--- src/rtl/uirq_pkg.sv ---
package uirq_pkg;
  localparam int ID_W = 5;
  localparam int MS_W = 4;
  localparam int EN_W = 4;

  typedef enum int {
    CAUSE_LINE    = 0,
    CAUSE_RXDATA  = 1,
    CAUSE_TIMEOUT = 2,
    CAUSE_TXSPACE = 3,
    CAUSE_MODEM   = 4
  } cause_e;

  localparam int EN_RX    = 0;
  localparam int EN_TX    = 1;
  localparam int EN_LINE  = 2;
  localparam int EN_MODEM = 3;

  function automatic logic [31:0] pack_status(
    input logic [ID_W-1:0] id,
    input logic [1:0]      rx_hi,
    input logic [MS_W-1:0] delta,
    input logic [MS_W-1:0] level,
    input logic [7:0]      lsr
  );
    logic [31:0] w;
    w        = '0;
    w[4:0]   = id;
    w[7:6]   = rx_hi;
    w[11:8]  = delta;
    w[15:12] = level;
    w[23:16] = lsr;
    return w;
  endfunction

  function automatic logic [ID_W-1:0] enable_mask(input logic [EN_W-1:0] en);
    logic [ID_W-1:0] m;
    m                = '0;
    m[CAUSE_LINE]    = en[EN_LINE];
    m[CAUSE_RXDATA]  = en[EN_RX];
    m[CAUSE_TIMEOUT] = en[EN_RX];
    m[CAUSE_TXSPACE] = en[EN_TX];
    m[CAUSE_MODEM]   = en[EN_MODEM];
    return m;
  endfunction
endpackage

--- src/rtl/uirq_modem_sync.sv ---
module uirq_modem_sync #(
  parameter int W           = 4,
  parameter int SYNC_STAGES = 2
) (
  input  logic         clk,
  input  logic         rst_n,
  input  logic [W-1:0] pins,
  input  logic         clr_delta,
  output logic [W-1:0] level,
  output logic [W-1:0] delta,
  output logic         change
);
  logic [W-1:0] sync_q [SYNC_STAGES];
  logic [W-1:0] prev_q;
  logic [W-1:0] delta_q, delta_d;
  logic [W-1:0] chg;

  genvar s;
  generate
    for (s = 0; s < SYNC_STAGES; s++) begin : g_stage
      if (s == 0) begin : g_first
        always_ff @(posedge clk or negedge rst_n) begin
          if (!rst_n) sync_q[0] <= '0;
          else        sync_q[0] <= pins;
        end
      end else begin : g_next
        always_ff @(posedge clk or negedge rst_n) begin
          if (!rst_n) sync_q[s] <= '0;
          else        sync_q[s] <= sync_q[s-1];
        end
      end
    end
  endgenerate

  assign level = sync_q[SYNC_STAGES-1];
  assign chg   = level ^ prev_q;

  always_comb begin
    delta_d = clr_delta ? '0 : delta_q;
    delta_d = delta_d | chg;
  end

  always_ff @(posedge clk or negedge rst_n) begin
    if (!rst_n) begin
      prev_q  <= '0;
      delta_q <= '0;
    end else begin
      prev_q  <= level;
      delta_q <= delta_d;
    end
  end

  assign delta  = delta_q;
  assign change = |chg;
endmodule

--- src/rtl/uirq_cause_reg.sv ---
module uirq_cause_reg #(
  parameter int N = 5
) (
  input  logic         clk,
  input  logic         rst_n,
  input  logic [N-1:0] set,
  input  logic [N-1:0] clr,
  output logic [N-1:0] id_q
);
  logic [N-1:0] id_d;
  logic [N-1:0] id_en;

  genvar b;
  generate
    for (b = 0; b < N; b++) begin : g_bit
      always_comb begin
        id_en[b] = set[b] | clr[b];
        id_d[b]  = set[b];
      end
      always_ff @(posedge clk or negedge rst_n) begin
        if (!rst_n)        id_q[b] <= 1'b0;
        else if (id_en[b]) id_q[b] <= id_d[b];
      end
    end
  endgenerate
endmodule

--- src/rtl/uirq_gate.sv ---
module uirq_gate
  import uirq_pkg::*;
(
  input  logic [ID_W-1:0] id,
  input  logic [EN_W-1:0] en,
  output logic            irq
);
  logic [ID_W-1:0] mask;
  always_comb begin
    mask = enable_mask(en);
    irq  = |(id & mask);
  end
endmodule

--- src/rtl/uirq_status_agg.sv ---
module uirq_status_agg
  import uirq_pkg::*;
#(
  parameter int ADDR_W      = 12,
  parameter int SYNC_STAGES = 2,
  parameter int STAT_OFFSET = 0
) (
  input  logic              clk,
  input  logic              rst_n,
  input  logic              ev_line,
  input  logic              ev_rxdata,
  input  logic              ev_timeout,
  input  logic              ev_txspace,
  input  logic [3:0]        modem_in,
  input  logic [7:0]        line_stat,
  input  logic [1:0]        rx_count_hi,
  input  logic [3:0]        cfg_en,
  input  logic              wr_valid,
  input  logic [ADDR_W-1:0] wr_addr,
  input  logic [3:0]        wr_be,
  input  logic [31:0]       wr_data,
  output logic [31:0]       status_word,
  output logic              irq_out
);
  localparam logic [ADDR_W-1:0] OFF = ADDR_W'(STAT_OFFSET);

  logic [1:0]      rst_pipe;
  logic            rst_int_n;
  logic            ack_hit;
  logic [ID_W-1:0] clr_bits;
  logic [ID_W-1:0] set_bits;
  logic [ID_W-1:0] id_q;
  logic [MS_W-1:0] ms_level, ms_delta;
  logic            ms_change;

  always_ff @(posedge clk or negedge rst_n) begin
    if (!rst_n) rst_pipe <= 2'b00;
    else        rst_pipe <= {rst_pipe[0], 1'b1};
  end
  assign rst_int_n = rst_pipe[1];

  always_comb begin
    ack_hit  = wr_valid && (wr_addr == OFF) && wr_be[0];
    clr_bits = ack_hit ? wr_data[ID_W-1:0] : '0;
    set_bits                = '0;
    set_bits[CAUSE_LINE]    = ev_line;
    set_bits[CAUSE_RXDATA]  = ev_rxdata;
    set_bits[CAUSE_TIMEOUT] = ev_timeout;
    set_bits[CAUSE_TXSPACE] = ev_txspace;
    set_bits[CAUSE_MODEM]   = ms_change;
  end

  uirq_modem_sync #(.W(MS_W), .SYNC_STAGES(SYNC_STAGES)) u_ms (
    .clk       (clk),
    .rst_n     (rst_int_n),
    .pins      (modem_in),
    .clr_delta (clr_bits[CAUSE_MODEM]),
    .level     (ms_level),
    .delta     (ms_delta),
    .change    (ms_change)
  );

  uirq_cause_reg #(.N(ID_W)) u_cause (
    .clk   (clk),
    .rst_n (rst_int_n),
    .set   (set_bits),
    .clr   (clr_bits),
    .id_q  (id_q)
  );

  uirq_gate u_gate (
    .id  (id_q),
    .en  (cfg_en),
    .irq (irq_out)
  );

  assign status_word = pack_status(id_q, rx_count_hi, ms_delta, ms_level, line_stat);
endmodule

--- config.mk ---
export PLATFORM = sky130hd
export DESIGN_NAME = uirq_status_agg
export DESIGN_NICKNAME = d
export VERILOG_FILES = /design/src/rtl/uirq_pkg.sv /design/src/rtl/uirq_modem_sync.sv /design/src/rtl/uirq_cause_reg.sv /design/src/rtl/uirq_gate.sv /design/src/rtl/uirq_status_agg.sv
export SDC_FILE = /design/constraint.sdc
export NUM_CORES = 1
export LEC_CHECK = 0
export BUFFER_PORTS_ARGS = -buffer_cell sky130_fd_sc_hd__buf_2
export CORE_UTILIZATION = 37
export DETAILED_ROUTE_END_ITERATION = 7
export PLACE_DENSITY = 0.89
export SKIP_CTS_REPAIR_TIMING = 1
export SYNTH_ARGS = -nofsm -noshare
export SYNTH_HDL_FRONTEND = slang
export SYNTH_SLANG_ARGS = --single-unit
--- constraint.sdc ---
create_clock -name clk -period 1.36 [get_ports clk]
set_input_delay 0.068 -clock clk [delete_from_list [all_inputs] [get_ports clk]]
set_output_delay 0.068 -clock clk [all_outputs]
set_load 0.02 [all_outputs]
Word-level counts from Yosys, hierarchy flattened
Index checks and enable logic that the tools add are counted.

Flip-flop bits (word level): 23. Input bits: 73. Output and inout port bits: 33. Logic and storage cells: 25.

Muxes and demuxes: 2. Bitwise operators: 8. Reductions and logical operators: 5.

Operator list (number): $logic_not A12 Y1 (1); $and A5 B5 Y5 (1); $mux W5 (1); $or A1 B1 Y1 (5); $reduce_or A5 Y1 (1); $mux W4 (1); $or A4 B4 Y4 (1); $reduce_or A4 Y1 (1); $xor A4 B4 Y4 (1); $logic_and A1 B1 Y1 (2).

Logic depth before layout (Yosys ltp)
Gate-level depths: netlist of run 1.

Depth after elaboration: 6. Depth in mapped cells: 3. Mapped depth without buffers: 3.

By module
Synthesis of run 1 repeated with hierarchy kept, for this count alone.

Cell total of the unflattened synthesis: 87. Area total of the unflattened synthesis: 1008.5 sq um.

Modules (own cells, without submodules): uirq_modem_sync (instances 1, cells an instance 33, area each 506.7 sq um); uirq_status_agg (instances 1, cells an instance 36, area each 301.5 sq um); uirq_cause_reg (instances 1, cells an instance 15, area each 181.4 sq um); uirq_gate (instances 1, cells an instance 3, area each 18.8 sq um).

Least setup slack after synthesis of run 1
No wires, ideal clock.

Path type: input port to flip-flop. From: in wr_addr[9]. To: reg u_cause.id_q[4]. Library setup time: 129 ps. Arrival time: 1080 ps. Data required time: 1231 ps. Slack: 151 ps. Cell stages on the path: 3. Buffers on the path: 0. Path through: or4_1 > nor4_4 > o21bai_1.

Cells in the longest elaborated chain, start to end: 5.

Ends and longest elaborated chain: start, declared (RTL line uirq_status_agg.sv:19) `input logic [ADDR_W-1:0] wr_addr,`; $logic_not A12 Y1 (RTL line uirq_status_agg.sv:43) `ack_hit = wr_valid && (wr_addr == OFF) && wr_be[0];`; $logic_and A1 B1 Y1 (2 in a row) (RTL line uirq_status_agg.sv:43); $mux W5 (RTL line uirq_status_agg.sv:44) `clr_bits = ack_hit ? wr_data[ID_W-1:0] : '0;`; $or A1 B1 Y1 (RTL line uirq_cause_reg.sv:17) `id_en[b] = set[b] | clr[b];`; end signal, assigned by index (RTL line uirq_cause_reg.sv:22) `else if (id_en[b]) id_q[b] <= id_d[b];`; end, declared (RTL line uirq_cause_reg.sv:8) `output logic [N-1:0] id_q`.

Every way passes these cells. A chain may end at the register's enable or synchronous reset.

Worst setup path after layout of run 1
From: reg u_cause.id_q[0]. To: out irq_out.

Cells in the longest elaborated chain, start to end: 2.

Ends and longest elaborated chain: $and A5 B5 Y5 (RTL line uirq_gate.sv:11) `irq = |(id & mask);`; $reduce_or A5 Y1 (RTL line uirq_gate.sv:11); end, declared (RTL line uirq_status_agg.sv:23) `output logic irq_out`.

Every way passes these cells.

==> out/results.ini, run 1 <==
[floorplan]
die_y_um=54.14
num_rows=18
io_pins=106
die_width_um=54.14
initial_core_util_pct=39.88
core_area_mm2=0.002522
dieArea_mm2=0.002931

[pwr]
power_density_mw_per_mm2=922.0
power_leakage_nw=0.6484
pwr-share-seq_pct=60.6
combPwrFrac_pct=12.7
p_clk_share_pct=26.7
p_int_uw=889.3
irDropWorstVdd_v=0.0008233
p_sw_uw=290.8
switching_share_pct=24.64

[layout]
insertedDiodeCount=0
nets=206
synthToLayoutAreaGrowth_pct=27.24
final_common_cell=buf_2
drive_gt1_share_pct=43.18
mostFrequentLayoutCells=buf_2 (45), dfrtp_1 (23), conb_1 (10), inv_1 (9), dlygate4sd3_1 (9)
fill_cells=250

[sta]
timing.hold.ws_ps=2.982
layout_min_cycle_time_ps=1354
setup_viol=0
grt_setup_unrepaired=true
fmax_ghz=0.7383
drv_slew=0
setup_tns_ps=0
fin_crit_sh_pct=99.59
setup_ws_ps=5.599
fin_skew_ps=9.465
hold_viol_final=0

[drt]
wl_per_cell_um=11.25
drt-total-wl_um=1823
vias_per_cell=4.426
vias=717
initialDrtViolationCount=5
ant_nets=0
drc=0
dr.pass1.iters=6

[clock_network]
clock_sinks=23
clkTransAtPathRegs_ps=110
numCtsBuffers=3
clk_root_buffer_cell=clkbuf_4
h-tree-depth=1
cts_buffer_depth=2
clk_latency_ps=320
cts_tree=yes

[global_route]
grt_max_degree=22
overflow=0
grt_antenna_before_repair=0
grt_pass1_wl_um=2283
grt_usage_pct=11.66
grt_pass1_vias=572

[logic_synthesis]
ys_warn_count=0
synthArstFlopShare_pct=100.0
synthesis.area_mm2=0.001006
ys_seq_area_share_pct=57.21
synth_cell_types=19
synth_area_per_cell_um2=11.83
synth_top_family_by_area=buffers and inverters
ys.flop_type=dfrtp_1
synth_compound_area_share_pct=6.716
synth_cells=85
muxShareOfSynthArea_pct=0
synth_edf_count=0
synth_xor_area_share_pct=3.483
synth-simple-area-share_pct=11.32
synth_seq_cells=23
yosys.area_share.adder_pct=0

[setup_path]
worst_path_largest_cell_delay_ps=410
required_ps=1290
cp_max_fo=3
start_kind=flop
rrSetupSlack_ps=360
path_cells=a222oi_1 > nand2_1 > buf_6
worstPathArrival_ps=1290
r2r_cells=3
timing.rr.start=u_ms.level[3]
cp-end-kind=primary output
reg2reg_to=u_cause.id_q[4]
cp_slowest_cell=dfrtp_1
critPathKind=reg2out

[placed_design]
place.gp.congestion=0.6399
dpl.hpwl_um=1386
pre_cts_ws_ps=-40.41
io_buffers=46

[min_path]
hold_depth=3
holdPathEnd=u_cause.id_q[3]
min_from=ev_txspace
holdCritPathClass=in2reg

[flow_run]
cap_viol_max_count=0

[outcome]
outcome=finished clean

Yosys cell counts, types with 2 or more instances:
library cell  count  area (um^2)
conb_1            2        7.510
o21ai_1           4        20.02
nor2_1            4        15.01
nor4_4            2        42.54
dfrtp_1          23        575.6
a31oi_1           4        25.02
buf_4            23        172.7
inv_1             9        33.78
xnor2_1           4        35.03
worst max-delay path, delay by kind of cell (launching register included):
| family | cells | cell delay [ps] |
|---|---|---|
| buffers and inverters | 1 | 140 |
| flip-flops | 1 | 410 |
| AO/OA/AOI/OAI | 1 | 320 |
| AND/OR/NAND/NOR | 1 | 110 |
final cells by class:
cell class	count	area, um^2	area share [%]
flip-flops and latches	23	575.6	44.97
multi-input cells	38	254.0	19.84
inverters	9	33.78	2.639
well taps	30	37.54	2.933
clock inverters	1	7.507	0.5865
clock buffers	3	22.52	1.760
repair buffers	58	349.1	27.27
power by group through the flow:
stage               clock, mW  sequential (mW)  combinational [mW]
floorplan                   0            0.735               0.131
CTS                     0.331            0.716               0.130
finish                  0.316            0.715               0.150
global placement            0            0.727               0.125
detailed placement          0            0.729               0.129
global route            0.352            0.718               0.166
state kept, by name, summed over array words and instances, names as in the netlist:
signal,cells
u_ms.prev_q,4
rst_pipe,2
u_ms.sync_q,4
u_ms.delta,4
u_ms.level,4
u_cause.id_q,5
per-layer routing:
metal	track usage, %	part of all wire [%]
met1	9.964	31
met2	21.75	57
met4	7.265	2.5
met3	4.802	9.5
met5	0	0
kinds of logic after synthesis:
group	count (synthesis)
DFF	23
xor gates and xnor gates	4
and+or+nand+nor	13
buffers and inverters	32
AOI/OAI and AO/OA	11
other	2
metrics by stage:
stage	util (%)	instance area, um^2	std cells	power, mW
finish	50.74	1280	162	1.180
detailed placement	45.14	1139	147	0.8585
global route	50.74	1280	162	1.236
CTS	46.33	1169	151	1.176
floorplan	-	1036	93	0.8655
global placement	45.14	1139	147	0.8521
worst max path at each step:
stage	slack [ps]	endpoint	cells past startpoint	startpoint
6_report	6	irq_out	3	u_cause.id_q[0]
5_1_grt	-60	irq_out	3	u_cause.id_q[0]
4_1_cts	-30	irq_out	3	u_cause.id_q[0]
3_5_place_dp	-40	u_ms.delta[1]	4	wr_addr[9]
3_3_place_gp	-10	u_ms.delta[3]	4	wr_addr[1]
2_1_floorplan	150	u_cause.id_q[4]	3	wr_addr[9]
No activity file was read; power rests on OpenSTA's default activity.
==> run 2: changes to the inputs <==
--- a/config.mk
+++ b/config.mk
@@ -9,6 +9,8 @@
 export CORE_UTILIZATION = 37
 export DETAILED_ROUTE_END_ITERATION = 7
 export PLACE_DENSITY = 0.89
+export RECOVER_POWER = 25
+export SETUP_SLACK_MARGIN = 0.2
 export SKIP_CTS_REPAIR_TIMING = 1
 export SYNTH_ARGS = -nofsm -noshare
 export SYNTH_HDL_FRONTEND = slang
==> out/results.ini, run 2 (synthesized netlist as in run 1, its figures left out) <==
[outcome]
outcome=finished clean

[global_route]
grt_max_degree=21
grt_usage_pct=12.71
grt_antenna_before_repair=0
grt_pass1_wl_um=2546
grt_pass1_vias=620
overflow=0

[drt]
wl_per_cell_um=11.47
drc=0
initialDrtViolationCount=3
dr.pass1.iters=5
drt-total-wl_um=1846
vias=697
vias_per_cell=4.329
ant_nets=0

[sta]
grt_setup_unrepaired=true
fin_crit_sh_pct=98.93
setup_viol=0
setup_ws_ps=14.54
drv_slew=0
fin_skew_ps=5.534
layout_min_cycle_time_ps=1345
hold_viol_final=0
fmax_ghz=0.7432

[layout]
fill_cells=241
stdcell_area_mm2=0.001275
insertedDiodeCount=0
final_common_cell=buf_2
nets=205
synthToLayoutAreaGrowth_pct=26.74
regArea_um2=575.6
drive_gt1_share_pct=42.75
multi_input_area_um2=257.7
largest_register=u_cause.id_q
largest_reg_flops=5
mostFrequentLayoutCells=buf_2 (44), dfrtp_1 (23), conb_1 (10), inv_1 (9), dlygate4sd3_1 (9)

[floorplan]
core_area_mm2=0.002522
num_rows=18
io_pins=106
die_y_um=54.14
die_width_um=54.14
initial_core_util_pct=39.88
dieArea_mm2=0.002931

[clock_network]
numCtsBuffers=3
cts_buffer_depth=2
clock_sinks=23
clkTransAtPathRegs_ps=120
clk_root_buffer_cell=clkbuf_4
cts_tree=yes
h-tree-depth=1
clk_latency_ps=310

[placed_design]
io_buffers=46
place_area_mm2=0.001142
place.gp.congestion=0.6704
pre_cts_ws_ps=-43.73
dpl.hpwl_um=1492

[min_path]
holdCritPathClass=in2reg
hold_depth=3
holdPathEnd=u_cause.id_q[3]
min_from=ev_txspace

[setup_path]
worstPathArrival_ps=1280
cp_max_fo=3
rrSetupSlack_ps=350
critPathKind=reg2out
r2r_cells=3
start_kind=flop
timing.rr.start=u_ms.level[3]
required_ps=1290
reg2reg_to=u_cause.id_q[4]
cp-end-kind=primary output

[flow_run]
cap_viol_max_count=0

[pwr]
power_density_mw_per_mm2=924.2
irDropWorstVdd_v=0.0008481
power_leakage_nw=0.6432

==> run 2: cell count changes in the layout (fill, tap and decap cells not counted), sizes merged <==
| cell | previous run | this run |
|---|---|---|
| buf | 49 | 47 |
| clkbuf | 3 | 4 |
==> run 2: through the flow <==
stage | instances | TNS, ps | util, % | power [mW] | hold slack, ps
after global routing | 161 | -43.33 | 50.55 | 1.240 | 13.82
final | 161 | 0 | 50.55 | 1.178 | 5.654
after floorplan | 93 | 0 | - | 0.8661 | -227.6
after CTS | 151 | -33.86 | 46.48 | 1.179 | -499.4
after global placement | 147 | -48.54 | 45.29 | 0.8537 | -147.8
after detailed placement | 147 | -175.1 | 45.29 | 0.8613 | -143.7
==> run 2: worst max-delay path by stage <==
stage | start | endpoint | slack (ps) | depth (start not counted)
2_1_floorplan | wr_addr[9] | u_cause.id_q[4] | 160 | 3
3_3_place_gp | wr_addr[1] | u_cause.id_q[2] | -10 | 4
3_5_place_dp | wr_addr[1] | u_cause.id_q[0] | -40 | 4
4_1_cts | u_cause.id_q[0] | irq_out | -30 | 3
5_1_grt | u_cause.id_q[3] | irq_out | -40 | 3
6_report | u_cause.id_q[3] | irq_out | 10 | 3
==> run 2: worst max-delay path, cell delays in order, from the launching register on <==
cell      delay (ps)
dfrtp_1          410
a222oi_1         320
nand2_1          110
buf_6            140
==> run 2: area by class of cell <==
type,instances,area share [%]
Multi-Input combinational cell,38,20.22
Clock buffer,3,1.766
Sequential cell,23,45.14
Clock inverter,1,0.5888
Tap cell,30,2.944
Timing Repair Buffer,57,26.69
Inverter,9,2.650
==> run 2: routing by layer <==
layer  GRT usage, %  part of all wire (%)
met1          12.41                    34
met2          23.58                    56
met3          5.085                   8.6
met4          4.701                   1.0
met5              0                     0
==> run 2: report_power, final <==
| group | switching (mW) | internal, mW | total (mW) |
|---|---|---|---|
| clock | 0.200 | 0.112 | 0.312 |
| sequential | 0.0110 | 0.705 | 0.716 |
| combinational | 0.0779 | 0.0725 | 0.150 |
| total | 0.289 | 0.889 | 1.18 |
